==> src/rtl/bus_target_latency_guard.sv <==
module bus_target_latency_guard #(
  parameter int FIRST_BUDGET = 16,
  parameter int LATER_BUDGET = 8,
  parameter int PHASE_W      = 8
) (
  input  logic               clk,
  input  logic               rst_n,
  input  logic               frame_i,
  input  logic               irdy_i,
  input  logic               data_avail_i,
  output logic               trdy_o,
  output logic               stop_o,
  output logic [1:0]         term_kind_o,
  output logic [PHASE_W-1:0] phase_cnt_o,
  output logic               init_late_o
);
  localparam int CW = $clog2(FIRST_BUDGET + 1);
  localparam int IW = $clog2(LATER_BUDGET + 1);
  localparam logic [1:0] K_NONE  = 2'd0;
  localparam logic [1:0] K_RETRY = 2'd1;
  localparam logic [1:0] K_DISC  = 2'd2;
  localparam logic [CW-1:0] FIRST_LAST = CW'(FIRST_BUDGET - 1);
  localparam logic [CW-1:0] LATER_LAST = CW'(LATER_BUDGET - 1);
  localparam logic [CW-1:0] W_MAX = '1;
  localparam logic [IW-1:0] I_LIM = IW'(LATER_BUDGET);
  localparam logic [IW-1:0] I_MAX = '1;
  localparam logic [PHASE_W-1:0] P_MAX = '1;

  logic act_q, trdy_q, stop_q, late_q;
  logic [1:0] kind_q;
  logic [CW-1:0] wait_q;
  logic [IW-1:0] icnt_q;
  logic [PHASE_W-1:0] phase_q;

  logic active, start, complete, ending, held;
  logic [1:0] kind_base, kind_nx;
  logic [CW-1:0] wait_nx, budget_last;
  logic [IW-1:0] icnt_nx;
  logic [PHASE_W-1:0] phase_nx;
  logic new_stop, stop_nx, trdy_nx, late_nx;

  assign active   = frame_i | irdy_i;
  assign start    = active & ~act_q;
  assign complete = trdy_q & irdy_i;
  assign ending   = complete & ~frame_i;
  assign held     = trdy_q & ~complete;

  always_comb begin
    kind_base = start ? K_NONE : kind_q;

    if (start || complete)
      wait_nx = '0;
    else if (active && !trdy_q && kind_base == K_NONE && wait_q != W_MAX)
      wait_nx = wait_q + CW'(1);
    else
      wait_nx = wait_q;

    if (start)
      phase_nx = '0;
    else if (complete && phase_q != P_MAX)
      phase_nx = phase_q + PHASE_W'(1);
    else
      phase_nx = phase_q;

    budget_last = (phase_nx == '0) ? FIRST_LAST : LATER_LAST;

    new_stop = active && kind_base == K_NONE && !ending && !held &&
               !data_avail_i && wait_nx == budget_last;

    if (new_stop)
      kind_nx = (phase_nx == '0) ? K_RETRY : K_DISC;
    else
      kind_nx = kind_base;

    stop_nx = new_stop | (stop_q & frame_i);

    trdy_nx = !stop_nx && kind_nx == K_NONE &&
              (complete ? (frame_i & data_avail_i)
                        : (active & (trdy_q | data_avail_i)));

    if (start || complete)
      icnt_nx = '0;
    else if (act_q && active && !irdy_i && icnt_q != I_MAX)
      icnt_nx = icnt_q + IW'(1);
    else
      icnt_nx = icnt_q;

    late_nx = start ? 1'b0 : (late_q | (active & (icnt_nx >= I_LIM)));
  end

  always_ff @(posedge clk or negedge rst_n) begin
    if (!rst_n) begin
      act_q   <= 1'b0;
      trdy_q  <= 1'b0;
      stop_q  <= 1'b0;
      late_q  <= 1'b0;
      kind_q  <= K_NONE;
      wait_q  <= '0;
      icnt_q  <= '0;
      phase_q <= '0;
    end else begin
      act_q   <= active;
      trdy_q  <= trdy_nx;
      stop_q  <= stop_nx;
      late_q  <= late_nx;
      kind_q  <= kind_nx;
      wait_q  <= wait_nx;
      icnt_q  <= icnt_nx;
      phase_q <= phase_nx;
    end
  end

  assign trdy_o      = trdy_q;
  assign stop_o      = stop_q;
  assign term_kind_o = kind_q;
  assign phase_cnt_o = phase_q;
  assign init_late_o = late_q;

  logic       chk_act;
  logic [7:0] chk_len;
  always_ff @(posedge clk or negedge rst_n) begin
    if (!rst_n) begin
      chk_act <= 1'b0;
      chk_len <= '0;
    end else begin
      chk_act <= frame_i | irdy_i;
      if (!(frame_i | irdy_i) || (irdy_i && trdy_o) || !chk_act)
        chk_len <= '0;
      else if (!trdy_o && !stop_o && term_kind_o == K_NONE && chk_len != 8'hFF)
        chk_len <= chk_len + 8'd1;
    end
  end

  AST_STOP_NO_TRDY: assert property (@(posedge clk) disable iff (!rst_n)
    stop_o |-> !trdy_o);
  AST_STOP_HOLD: assert property (@(posedge clk) disable iff (!rst_n)
    (stop_o && frame_i) |=> stop_o);
  AST_TRDY_HOLD: assert property (@(posedge clk) disable iff (!rst_n)
    (trdy_o && !irdy_i && frame_i) |=> trdy_o);
  AST_PHASE_STEP: assert property (@(posedge clk) disable iff (!rst_n)
    (trdy_o && irdy_i && phase_cnt_o != P_MAX) |=> phase_cnt_o == $past(phase_cnt_o) + PHASE_W'(1));
  AST_WAIT_BUDGET: assert property (@(posedge clk) disable iff (!rst_n)
    chk_len < ((phase_cnt_o == '0) ? 8'(FIRST_BUDGET) : 8'(LATER_BUDGET)));
  AST_STOP_KIND: assert property (@(posedge clk) disable iff (!rst_n)
    $rose(stop_o) |-> term_kind_o == ((phase_cnt_o == '0) ? K_RETRY : K_DISC));
endmodule

==> config.mk <==
export PLATFORM = sky130hd
export DESIGN_NAME = bus_target_latency_guard
export DESIGN_NICKNAME = d
export VERILOG_FILES = /design/src/rtl/bus_target_latency_guard.sv
export SDC_FILE = /design/constraint.sdc
export NUM_CORES = 1
export LEC_CHECK = 0
export BUFFER_PORTS_ARGS = -buffer_cell sky130_fd_sc_hd__buf_2
export CAP_MARGIN = 0
export CORE_AREA = 2 2 54 56
export DETAILED_ROUTE_END_ITERATION = 8
export DIE_AREA = 0 0 56 58
export GPL_TIMING_DRIVEN = 1
export PLACE_DENSITY = 0.71
export SLEW_MARGIN = 0
export SYNTH_ARGS = -nofsm -noshare
export SYNTH_HDL_FRONTEND = slang
export SYNTH_SLANG_ARGS = --single-unit
export TNS_END_PERCENT = 1
==> constraint.sdc <==
create_clock -name clk -period 3.09 [get_ports clk]
set_clock_uncertainty 0.2 [all_clocks]
set_input_delay 0.618 -clock clk [delete_from_list [all_inputs] [get_ports clk]]
set_output_delay 0.618 -clock clk [all_outputs]
set_load 0.02 [all_outputs]
Word level (Yosys, flattened, before mapping). Index checks and enable logic that the tools add are counted.

Word-level logic and storage cells: 67. Register bits: 23.

Reductions and logical operators: 24. Mux-type cells: 12. Bitwise gates (word level): 15. Equal/unequal tests: 4. Order comparisons: 1. Add/subtract/negate cells: 3.

Operators with widths (number): 8-bit 2-to-1 mux (2); 1-bit logical AND (14); 4-bit 2-to-1 mux (3); 5-bit 2-to-1 mux (2); 8-bit by 1-bit adder with 8-bit output (second input constant) (1); 1-bit AND (8); 8-bit logical NOT (1); 8-bit inequality test (second input constant) (1); 1-bit logical NOT (6); 2-bit 2-to-1 mux (3); 5-bit by 1-bit adder with 5-bit output (second input constant) (1); 5-bit by 4-bit equality test with 1-bit output (1); 5-bit inequality test (second input constant) (1); 4-bit by 1-bit adder with 4-bit output (second input constant) (1); 4-bit greater-or-equal comparator (second input constant) (1); 2-bit logical NOT (2); 4-bit inequality test (second input constant) (1); 1-bit OR (4); 1-bit NOT (3); 1-bit 2-to-1 mux (2); 1-bit logical OR (1).

Logic depth before layout (Yosys ltp). Gate-level depths: netlist of the first run.

Depth in word-level cells: 14. Mapped depth: 9. Mapped depth without buffers: 9.

Least setup slack after synthesis of the first run. No wires, ideal clock.

Path type: register to register. Start point: register wait_q[0]. End point: register stop_q (netlist: stop_o). Setup slack: 0.338 ns. Arrival: 2.460 ns. Period minus slack after synthesis: 2.752 ns. Cell stages (with the launch flop): 10. Path buffers: 0. Path through: dfrtp_1 ha_1 and3_1 ha_1 nor4b_1 a31oi_1 or4_4 a2111oi_4 inv_2 o31ai_2.

Longest elaborated chain between the ends: 7. Elaborated cells on any way between the ends: 8.

RTL lines: start, declared (line 31) `logic [CW-1:0] wait_q;`; start signal, assigned (line 107) `wait_q <= wait_nx;`; branches (longest 2 deep; another with 5-bit by 1-bit adder with 5-bit output); 5-bit 2-to-1 mux * (line 53) `else if (active && !trdy_q && kind_base == K_NONE && wait_q != W_MAX)`; 5-bit 2-to-1 mux * (line 51) `if (start || complete)`; 5-bit by 4-bit equality test with 1-bit output * (line 68) `!data_avail_i && wait_nx == budget_last;`; 1-bit logical AND * (line 68); 1-bit OR * (line 75) `stop_nx = new_stop | (stop_q & frame_i);`; via stop_nx (line 40) `logic new_stop, stop_nx, trdy_nx, late_nx;`; end signal, assigned (line 104) `stop_q <= stop_nx;`; end, declared (line 29) `logic act_q, trdy_q, stop_q, late_q;`.

Mark *: on every way through the listed nets, which the timed path passes.

Worst setup path in the final report of the first run. Same ends and word-level chain as after synthesis.

==> flow_metrics.py, run 1 <==
metrics = {
    "run_status": {
        "status": "completed",
    },
    "finish": {
        "final_nets": 171,
        "syn2layout_area_growth_pct": 10.2,
        "layout-drive-gt1-share": 0.236,
        "diodes": 0,
        "stdcell_area_um2": 1530,
    },
    "synth": {
        "async_flop_share": 1.00,
        "netlist_instances": 142,
        "synth-seq-area-share": 0.414,
        "syn_nets": 151,
        "yosys_warnings": 0,
        "synth_edf_count": 0,
        "avgSynthCellArea_um2": 9.78,
        "synth_flop_cell": "dfrtp_1",
        "synth-seq-cells": 23,
        "yosysUniqueCellTypes": 47,
        "netlist_area_um2": 1390,
    },
    "global_route": {
        "met1_usage": 0.275,
        "grt_pass1_wl_um": 5360,
        "grt_max_degree": 24,
        "grt_use_met3": 0.0201,
        "grt.busiest_layer": "met2",
        "antenna_found_initial": 0,
        "grt_pass1_vias": 1160,
        "track_usage": 0.209,
        "grt_overflow": 0,
        "use_met2": 0.356,
    },
    "clocking": {
        "cts_root_buffer": "clkbuf_4",
        "cts_hold_buf": 0,
        "cts_tree": "yes",
        "numCtsBuffers": 3,
        "worstSkewPairLatency_ns": 0.31,
        "ctsResizeCount": 0,
        "postCtsSetupRepairBufs": 0,
        "clkTransAtPathRegs_ns": 0.13,
        "max-clock-path-buffers": 2,
        "clock_sinks": 23,
        "cts_htree_levels": 1,
    },
    "worst_setup_path": {
        "crit_path_start_kind": "flip-flop",
        "cp-end-kind": "flip-flop",
        "r2r_cells": 9,
        "crit_type": "reg -> reg",
        "worstPathRequired_ns": 3.12,
        "cp_data_arrival_time_ns": 2.90,
        "rrSetupSlack_ns": 0.21,
        "cp_max_fo": 7,
    },
    "placed_design": {
        "dp_hpwl_um": 2180,
        "place_ws_ns": 0.141,
        "port_buffers": 17,
        "place.gp.congestion": 0.860,
        "dpl_cell_area_um2": 1500,
    },
    "timing": {
        "fmax_mhz": 348,
        "min_period_ns": 2.88,
        "finalMaxSlewViolations": 0,
        "period_share": 0.931,
        "setup_ws_ns": 0.213,
        "fin_tns_setup_ns": 0,
        "setup_viol": 0,
        "worst_slew_pin_slew_ns": 0.532,
        "final-hold-violation-count": 0,
        "rsz0062_at_grt": "false",
        "relSlewSlack": 0.645,
    },
    "power": {
        "p_int_uw": 543,
        "swShare": 0.376,
        "p_sw_uw": 328,
        "powerDensity_nw_per_um2": 569,
        "p_seq_frac": 0.474,
        "max-vdd-ir-drop_v": 0.000376,
        "p_comb_frac": 0.364,
        "p_leak_nw": 0.725,
        "power_frac_clock": 0.162,
    },
    "min_path": {
        "hold_class": "in -> async",
    },
    "flow_run": {
        "drv_cap": 0,
    },
    "floorplanning": {
        "dieArea_um2": 3250,
        "num_rows": 19,
        "initial_core_util": 0.522,
        "io_pins": 18,
        "core_area_um2": 2660,
        "die_width_um": 56,
        "die_height_um": 58,
    },
    "detailed_routing": {
        "drc": 0,
        "wl_per_cell_um": 15.4,
        "viasPerCell": 5.95,
        "final_antenna_net_count": 0,
        "drt_iter0_drc": 27,
        "via_count": 1143,
        "firstDrtPassIters": 4,
        "routed_wl_um": 2970,
    },
}
==> final timing paths <==
kind / from / endpoint
worst max-delay path: wait_q[0] / stop_o
worst min-delay path: rst_n / wait_q[2]
worst max register to register: wait_q[0] / stop_o
worst min register to register: init_late_o / init_late_o
max in group asynchronous: rst_n / wait_q[0]
min in group clk: init_late_o / init_late_o
==> power by group through the flow <==
stage | logic [mW] | clock network (mW) | registers [mW]
after CTS | 0.316 | 0.148 | 0.411
after global routing | 0.359 | 0.160 | 0.421
after global placement | 0.308 | 0 | 0.412
after floorplan | 0.231 | 0 | 0.423
after detailed placement | 0.315 | 0 | 0.418
final | 0.317 | 0.141 | 0.413
==> per-layer routing <==
layer  share of wire  wire length (um)
met5               0                 0
met4          0.0081                24
met3           0.037               110
met2            0.51              1510
met1            0.45              1320
==> stage by stage <==
step / util / hold WS (ns) / cells / total power [mW]
floorplan: - / 0.122 / 142 / 0.654
global placement: 0.562 / 0.278 / 188 / 0.720
detailed placement: 0.562 / 0.299 / 188 / 0.733
CTS: 0.572 / 0.0748 / 192 / 0.875
global route: 0.575 / 0.0909 / 192 / 0.940
finish: 0.575 / 0.0654 / 192 / 0.871
==> cells in the mapped netlist (2+ instances only) <==
| library cell | n | area [um^2] |
|---|---|---|
| a2111oi_4 | 2 | 55.1 |
| a21oi_1 | 9 | 45.0 |
| a22oi_1 | 2 | 15.0 |
| a31oi_1 | 4 | 25.0 |
| and3_1 | 3 | 18.8 |
| and4_1 | 3 | 26.3 |
| dfrtp_1 | 23 | 576 |
| ha_1 | 4 | 50.1 |
| inv_1 | 10 | 37.5 |
| mux2i_1 | 3 | 30.0 |
| nand2_1 | 9 | 33.8 |
| nand3_1 | 5 | 25.0 |
| nand4_1 | 2 | 12.5 |
| nor2_1 | 20 | 75.1 |
| nor3_1 | 2 | 10.0 |
| nor4b_1 | 2 | 17.5 |
| o21ai_0 | 2 | 10.0 |
| or2_2 | 2 | 12.5 |
| xnor2_1 | 5 | 43.8 |
| xor2_1 | 3 | 26.3 |
==> cell families after synthesis <==
group           count (synthesis)  share of synthesized area
buf+inv                        14                     0.0468
mux                             3                     0.0216
simple gates                   59                      0.236
fa+ha+maj                       4                     0.0360
xor+xnor                        8                     0.0505
compound gates                 31                      0.195
flops                          23                      0.414
==> layout make-up <==
class | instances | area, um^2
tap | 31 | 38.8
timing repair buffer | 18 | 92.6
multi-input combinational | 105 | 754
inverter | 11 | 41.3
sequential | 23 | 577
fill | 251 | 1130
clock buffer | 4 | 26.3
==> cells in the final DEF (no fill, tap or decap), drive strengths merged, types with 4 or more instances in the layout <==
master,n
dfrtp,23
nor2,21
buf,18
inv,11
a21oi,9
nand2,9
xnor2,5
nand3,5
a31oi,4
ha,4
clkbuf,4
or2,4
==> sequential cells by signal (all words and copies together) (netlist names) <==
signal       count
icnt_q           4
init_late_o      1
wait_q           5
term_kind_o      2
stop_o           1
act_q            1
trdy_o           1
phase_cnt_o      8
==> critical path: stages, from the launching register on <==
cell and delay [ns]:
dfrtp_2 0.47, ha_1 0.25, and3_1 0.20, ha_1 0.21, or2_4 0.26, nor3_4 0.28, mux2i_1 0.18, a2111oi_4 0.41
inv_2 0.08, o31ai_2 0.25
(Power assumes the default switching activity.)
==> inputs of run 2 (changes only) <==
--- a/config.mk
+++ b/config.mk
@@ -7,11 +7,11 @@
 export LEC_CHECK = 0
 export BUFFER_PORTS_ARGS = -buffer_cell sky130_fd_sc_hd__buf_2
 export CAP_MARGIN = 0
-export CORE_AREA = 2 2 54 56
+export CORE_AREA = 2 2 66 68
 export DETAILED_ROUTE_END_ITERATION = 8
-export DIE_AREA = 0 0 56 58
+export DIE_AREA = 0 0 68 70
 export GPL_TIMING_DRIVEN = 1
-export PLACE_DENSITY = 0.71
+export PLACE_DENSITY = 0.5
 export SLEW_MARGIN = 0
 export SYNTH_ARGS = -nofsm -noshare
 export SYNTH_HDL_FRONTEND = slang
==> run 2 against run 1 <==
Against the previous run:
- via count shrank 3.8%
- maximum frequency is 0.71% lower
- sequential power shrank 1%
- register-to-register slack worse by 0.02 ns
- final area up 2.5%
- clock power grew 35%
- non-clock buffer count unchanged
- first-iteration DRC count rose by 30%
- global-route usage shrank 6.8 points
==> flow_metrics.py, run 2 (synthesis results as in run 1) <==
metrics = {
    "worst_setup_path": {
        "worst_r2r_endpoint": "stop_o",
        "cp_data_arrival_time_ns": 2.88,
        "crit_slowest_cell": "dfrtp_1",
        "crit_path_start_kind": "flip-flop",
        "cp-end-kind": "flip-flop",
        "critPathMaxStageDelay_ns": 0.45,
        "r2r_cells": 9,
        "rrSetupSlack_ns": 0.19,
        "worstPathRequired_ns": 3.07,
        "cp_common_cell": "ha_1",
        "crit_buf_inv": 1,
        "critPathTopFamily": "simple AND/OR/NAND/NOR gates",
        "reg2reg_from": "wait_q[0]",
        "crit_type": "reg -> reg",
        "crit_chain": "ha_1 -> and3_1 -> ha_1 -> nor4b_1 -> a31oi_1 -> or4_4 -> a2111oi_4 -> inv_2 -> o31ai_2",
        "cp_max_fo": 6,
    },
    "detailed_routing": {
        "routed-wl-met2_um": 1440,
        "wl_met1_um": 1400,
        "drt_iter0_drc": 35,
        "highest_layer": "met4",
        "drc": 0,
        "wl_per_cell_um": 13.9,
        "final_antenna_net_count": 0,
        "via_count": 1100,
        "viasPerCell": 5.16,
        "wl_met3_um": 111,
        "firstDrtPassIters": 4,
        "routed_wl_um": 2970,
    },
    "timing": {
        "finalMaxSlewViolations": 0,
        "final-hold-violation-count": 0,
        "min_period_ns": 2.90,
        "setup_viol": 0,
        "setup_ws_ns": 0.193,
        "rsz0062_at_grt": "false",
        "fmax_mhz": 345,
        "fin_tns_setup_ns": 0,
        "relSlewSlack": 0.642,
        "worst_slew_pin_slew_ns": 0.537,
        "period_share": 0.938,
    },
    "clocking": {
        "postCtsSetupRepairBufs": 0,
        "numCtsBuffers": 3,
        "cts_htree_levels": 1,
        "worstSkewPairLatency_ns": 0.26,
        "cts_tree": "yes",
        "max-clock-path-buffers": 2,
        "ctsResizeCount": 0,
        "clkTransAtPathRegs_ns": 0.08,
        "clock_sinks": 23,
        "cts_root_buffer": "clkbuf_8",
        "cts_hold_buf": 0,
    },
    "finish": {
        "fillers": 432,
        "diodes": 0,
        "multiInputGateArea_um2": 748,
        "mostFrequentLayoutCell": "dfrtp_1",
        "stdcell_area_um2": 1570,
        "syn2layout_area_growth_pct": 12.9,
        "seqCellArea_um2": 576,
        "largest_reg_flops": 8,
        "layout_common_cells": "dfrtp_1, nor2_1, buf_2",
        "fin_cells": 213,
        "final_nets": 171,
        "layout-drive-gt1-share": 0.224,
    },
    "power": {
        "p_leak_nw": 0.732,
        "p_int_uw": 581,
        "p_comb_frac": 0.347,
        "power_frac_clock": 0.207,
        "powerDensity_nw_per_um2": 584,
        "max-vdd-ir-drop_v": 0.000269,
        "p_sw_uw": 335,
        "total_power_uw": 916,
        "p_seq_frac": 0.446,
        "swShare": 0.365,
    },
    "placed_design": {
        "dp_hpwl_um": 2240,
        "port_buffers": 17,
        "place_ws_ns": 0.202,
        "place.gp.congestion": 0.762,
        "place_inst": 209,
        "dpl_cell_area_um2": 1520,
    },
    "floorplanning": {
        "initial_core_util": 0.335,
        "die_height_um": 70,
        "io_pins": 18,
        "die_width_um": 68,
        "core_area_um2": 4140,
        "num_rows": 24,
        "dieArea_um2": 4760,
    },
    "global_route": {
        "grt_pass1_wl_um": 5200,
        "grt_overflow": 0,
        "grt_pass1_vias": 1122,
        "track_usage": 0.141,
        "antenna_found_initial": 0,
        "grt_max_degree": 24,
    },
    "min_path": {
        "hold_class": "in -> async",
    },
    "flow_run": {
        "drv_cap": 0,
    },
    "run_status": {
        "status": "completed",
    },
}
==> run 2: cell counts in the layout (fill, tap and decap cells not counted) <==
Identical to the previous run, type by type.
==> run 2: worst reg2reg max path, stage by stage, from the launching register on <==
cell and delay [ns]:
dfrtp_1 0.45, ha_1 0.26, and3_1 0.19, ha_1 0.28
nor4b_1 0.29, a31oi_1 0.07, or4_4 0.43, a2111oi_4 0.33
inv_2 0.08, o31ai_2 0.23
==> run 2: layout make-up <==
cell class / instances / share of cell area
tap: 52 / 0.0415
inverter: 11 / 0.0263
sequential: 23 / 0.367
clock buffer: 4 / 0.0287
multi-input combinational: 105 / 0.477
timing repair buffer: 18 / 0.0591
==> run 2: stage by stage <==
| stage | hold WS (ns) | utilization |
|---|---|---|
| CTS | 0.145 | 0.378 |
| detailed placement | 0.298 | 0.367 |
| floorplan | 0.122 | - |
| global route | 0.146 | 0.378 |
| global placement | 0.292 | 0.367 |
| finish | 0.124 | 0.378 |
==> run 2: worst max-delay path by stage <==
stage | from | end | slack [ns] | depth (start not counted)
CTS | wait_q[0] | stop_o | 0.19 | 9
finish | wait_q[0] | stop_o | 0.19 | 9
detailed placement | wait_q[0] | stop_o | 0.20 | 9
floorplan | wait_q[0] | stop_o | 0.34 | 9
global placement | wait_q[0] | stop_o | 0.25 | 9
global route | wait_q[0] | term_kind_o[0] | 0.04 | 9
==> run 2: power groups by stage <==
stage	combinational [mW]	sequential [mW]	clock [mW]
after floorplan	0.231	0.423	0
after global placement	0.313	0.413	0
after detailed placement	0.320	0.416	0
after CTS	0.321	0.409	0.202
after global routing	0.356	0.421	0.214
final	0.318	0.409	0.190
==> run 2: per-layer routing <==
layer  vias up  global-route usage
met5         -                   0
met4         0              0.0289
met3         2              0.0370
met2        13               0.235
met1       532               0.182
li1        553                   -
==> inputs of run 3 (changes only) <==
--- a/config.mk
+++ b/config.mk
@@ -7,11 +7,11 @@
 export LEC_CHECK = 0
 export BUFFER_PORTS_ARGS = -buffer_cell sky130_fd_sc_hd__buf_2
 export CAP_MARGIN = 0
-export CORE_AREA = 2 2 66 68
+export CORE_AREA = 2 2 73 75
 export DETAILED_ROUTE_END_ITERATION = 8
-export DIE_AREA = 0 0 68 70
+export DIE_AREA = 0 0 75 77
 export GPL_TIMING_DRIVEN = 1
-export PLACE_DENSITY = 0.5
+export PLACE_DENSITY = 0.43
 export SLEW_MARGIN = 0
 export SYNTH_ARGS = -nofsm -noshare
 export SYNTH_HDL_FRONTEND = slang
==> run 3 against run 2 <==
Against the previous run:
- final cell count grew 8.5%
- maximum frequency shrank 0.58%
- final area grew 1.5%
- critical path depth is the same
- highest routed layer unchanged
==> flow_metrics.py, run 3 (synthesis results as in run 1) <==
metrics = {
    "run_status": {
        "status": "completed",
    },
    "worst_setup_path": {
        "worstPathRequired_ns": 3.07,
        "crit_chain": "ha_1 -> and3_1 -> ha_1 -> nor4b_1 -> a31oi_1 -> or4_4 -> a2111oi_4 -> inv_2 -> o31ai_2",
        "cp_common_cell": "ha_1",
        "rrSetupSlack_ns": 0.18,
        "critPathMaxStageDelay_ns": 0.45,
        "cp_max_fo": 6,
        "cp-end-kind": "flip-flop",
        "crit_type": "reg -> reg",
        "cp_data_arrival_time_ns": 2.90,
        "crit_path_start_kind": "flip-flop",
        "critPathTopFamily": "simple AND/OR/NAND/NOR gates",
        "crit_buf_inv": 1,
        "crit_slowest_cell": "dfrtp_1",
    },
    "placed_design": {
        "place.gp.congestion": 0.816,
        "dp_hpwl_um": 2490,
        "port_buffers": 17,
        "place_inst": 227,
        "dpl_cell_area_um2": 1550,
    },
    "min_path": {
        "hold_class": "in -> async",
    },
    "floorplanning": {
        "die_width_um": 75,
        "initial_core_util": 0.279,
        "io_pins": 18,
        "num_rows": 26,
        "die_height_um": 77,
        "core_area_um2": 4980,
        "dieArea_um2": 5780,
    },
    "power": {
        "powerDensity_nw_per_um2": 580,
        "p_sw_uw": 345,
        "p_comb_frac": 0.344,
        "total_power_uw": 923,
        "p_seq_frac": 0.446,
        "p_leak_nw": 0.735,
        "power_frac_clock": 0.210,
        "max-vdd-ir-drop_v": 0.000340,
        "p_int_uw": 579,
        "swShare": 0.373,
    },
    "clocking": {
        "cts_hold_buf": 0,
        "ctsResizeCount": 0,
        "clkTransAtPathRegs_ns": 0.09,
        "postCtsSetupRepairBufs": 0,
        "cts_htree_levels": 1,
        "numCtsBuffers": 3,
        "clock_sinks": 23,
        "cts_tree": "yes",
        "cts_root_buffer": "clkbuf_8",
        "worstSkewPairLatency_ns": 0.27,
        "max-clock-path-buffers": 2,
    },
    "global_route": {
        "use_met2": 0.202,
        "antenna_found_initial": 0,
        "grt_pass1_wl_um": 5590,
        "grt_max_degree": 24,
        "grt_use_met3": 0.0329,
        "grt_overflow": 0,
        "grt_pass1_vias": 1102,
        "track_usage": 0.125,
        "met1_usage": 0.165,
        "grt.busiest_layer": "met2",
    },
    "finish": {
        "mostFrequentLayoutCell": "dfrtp_1",
        "fin_cells": 231,
        "stdcell_area_um2": 1590,
        "largest_reg_flops": 8,
        "final_nets": 171,
        "diodes": 0,
        "syn2layout_area_growth_pct": 14.6,
        "layout_common_cells": "dfrtp_1, nor2_1, buf_2",
        "layout-drive-gt1-share": 0.230,
        "fillers": 525,
    },
    "detailed_routing": {
        "wl_per_cell_um": 14.3,
        "drt_iter0_drc": 42,
        "via_count": 1139,
        "drc": 0,
        "final_antenna_net_count": 0,
        "routed_wl_um": 3300,
        "viasPerCell": 4.93,
        "firstDrtPassIters": 4,
    },
    "timing": {
        "final-hold-violation-count": 0,
        "fmax_mhz": 343,
        "finalMaxSlewViolations": 0,
        "worst_slew_pin_slew_ns": 0.548,
        "fin_tns_setup_ns": 0,
        "min_period_ns": 2.91,
        "period_share": 0.943,
        "rsz0062_at_grt": "false",
        "setup_viol": 0,
        "relSlewSlack": 0.635,
    },
    "flow_run": {
        "drv_cap": 0,
    },
}
run 3: final timing paths:
path | start | end | depth (start not counted)
setup / recovery | wait_q[0] | stop_o | 9
hold / removal | rst_n | wait_q[2] | 1
setup reg to reg | wait_q[0] | stop_o | 9
hold reg to reg | init_late_o | init_late_o | 2
max in group asynchronous | rst_n | phase_cnt_o[4] | 1
min in group clk | init_late_o | init_late_o | 2
run 3: through the flow:
stage	hold slack, ns	setup slack, ns	utilization
6_report	0.123	0.176	0.320
5_1_grt	0.162	0.0184	0.320
4_1_cts	0.141	0.158	0.320
3_5_place_dp	0.298	0.176	0.310
3_3_place_gp	0.294	0.272	0.310
2_1_floorplan	0.122	0.338	-
run 3: power groups by stage:
stage	Sequential, mW	Clock, mW	Combinational (mW)
final	0.412	0.194	0.318
after global routing	0.422	0.217	0.353
after CTS	0.412	0.206	0.323
after detailed placement	0.419	0	0.321
after global placement	0.415	0	0.316
after floorplan	0.423	0	0.231
run 3: routing by layer:
layer | vias to the layer above | routed length, um
met1 | 557 | 1550
li1 | 554 | -
met5 | - | 0
met2 | 24 | 1570
met3 | 4 | 132
met4 | 0 | 41
run 3: cell type report:
type / instances / area (um^2) / share of cell area
Clock buffer: 3 / 41.3 / 0.0259
Tap cell: 70 / 87.6 / 0.0550
Inverter: 11 / 41.3 / 0.0259
Clock inverter: 1 / 5.00 / 0.00314
Sequential cell: 23 / 576 / 0.362
Multi-Input combinational cell: 105 / 748 / 0.470
Timing Repair Buffer: 18 / 92.6 / 0.0582
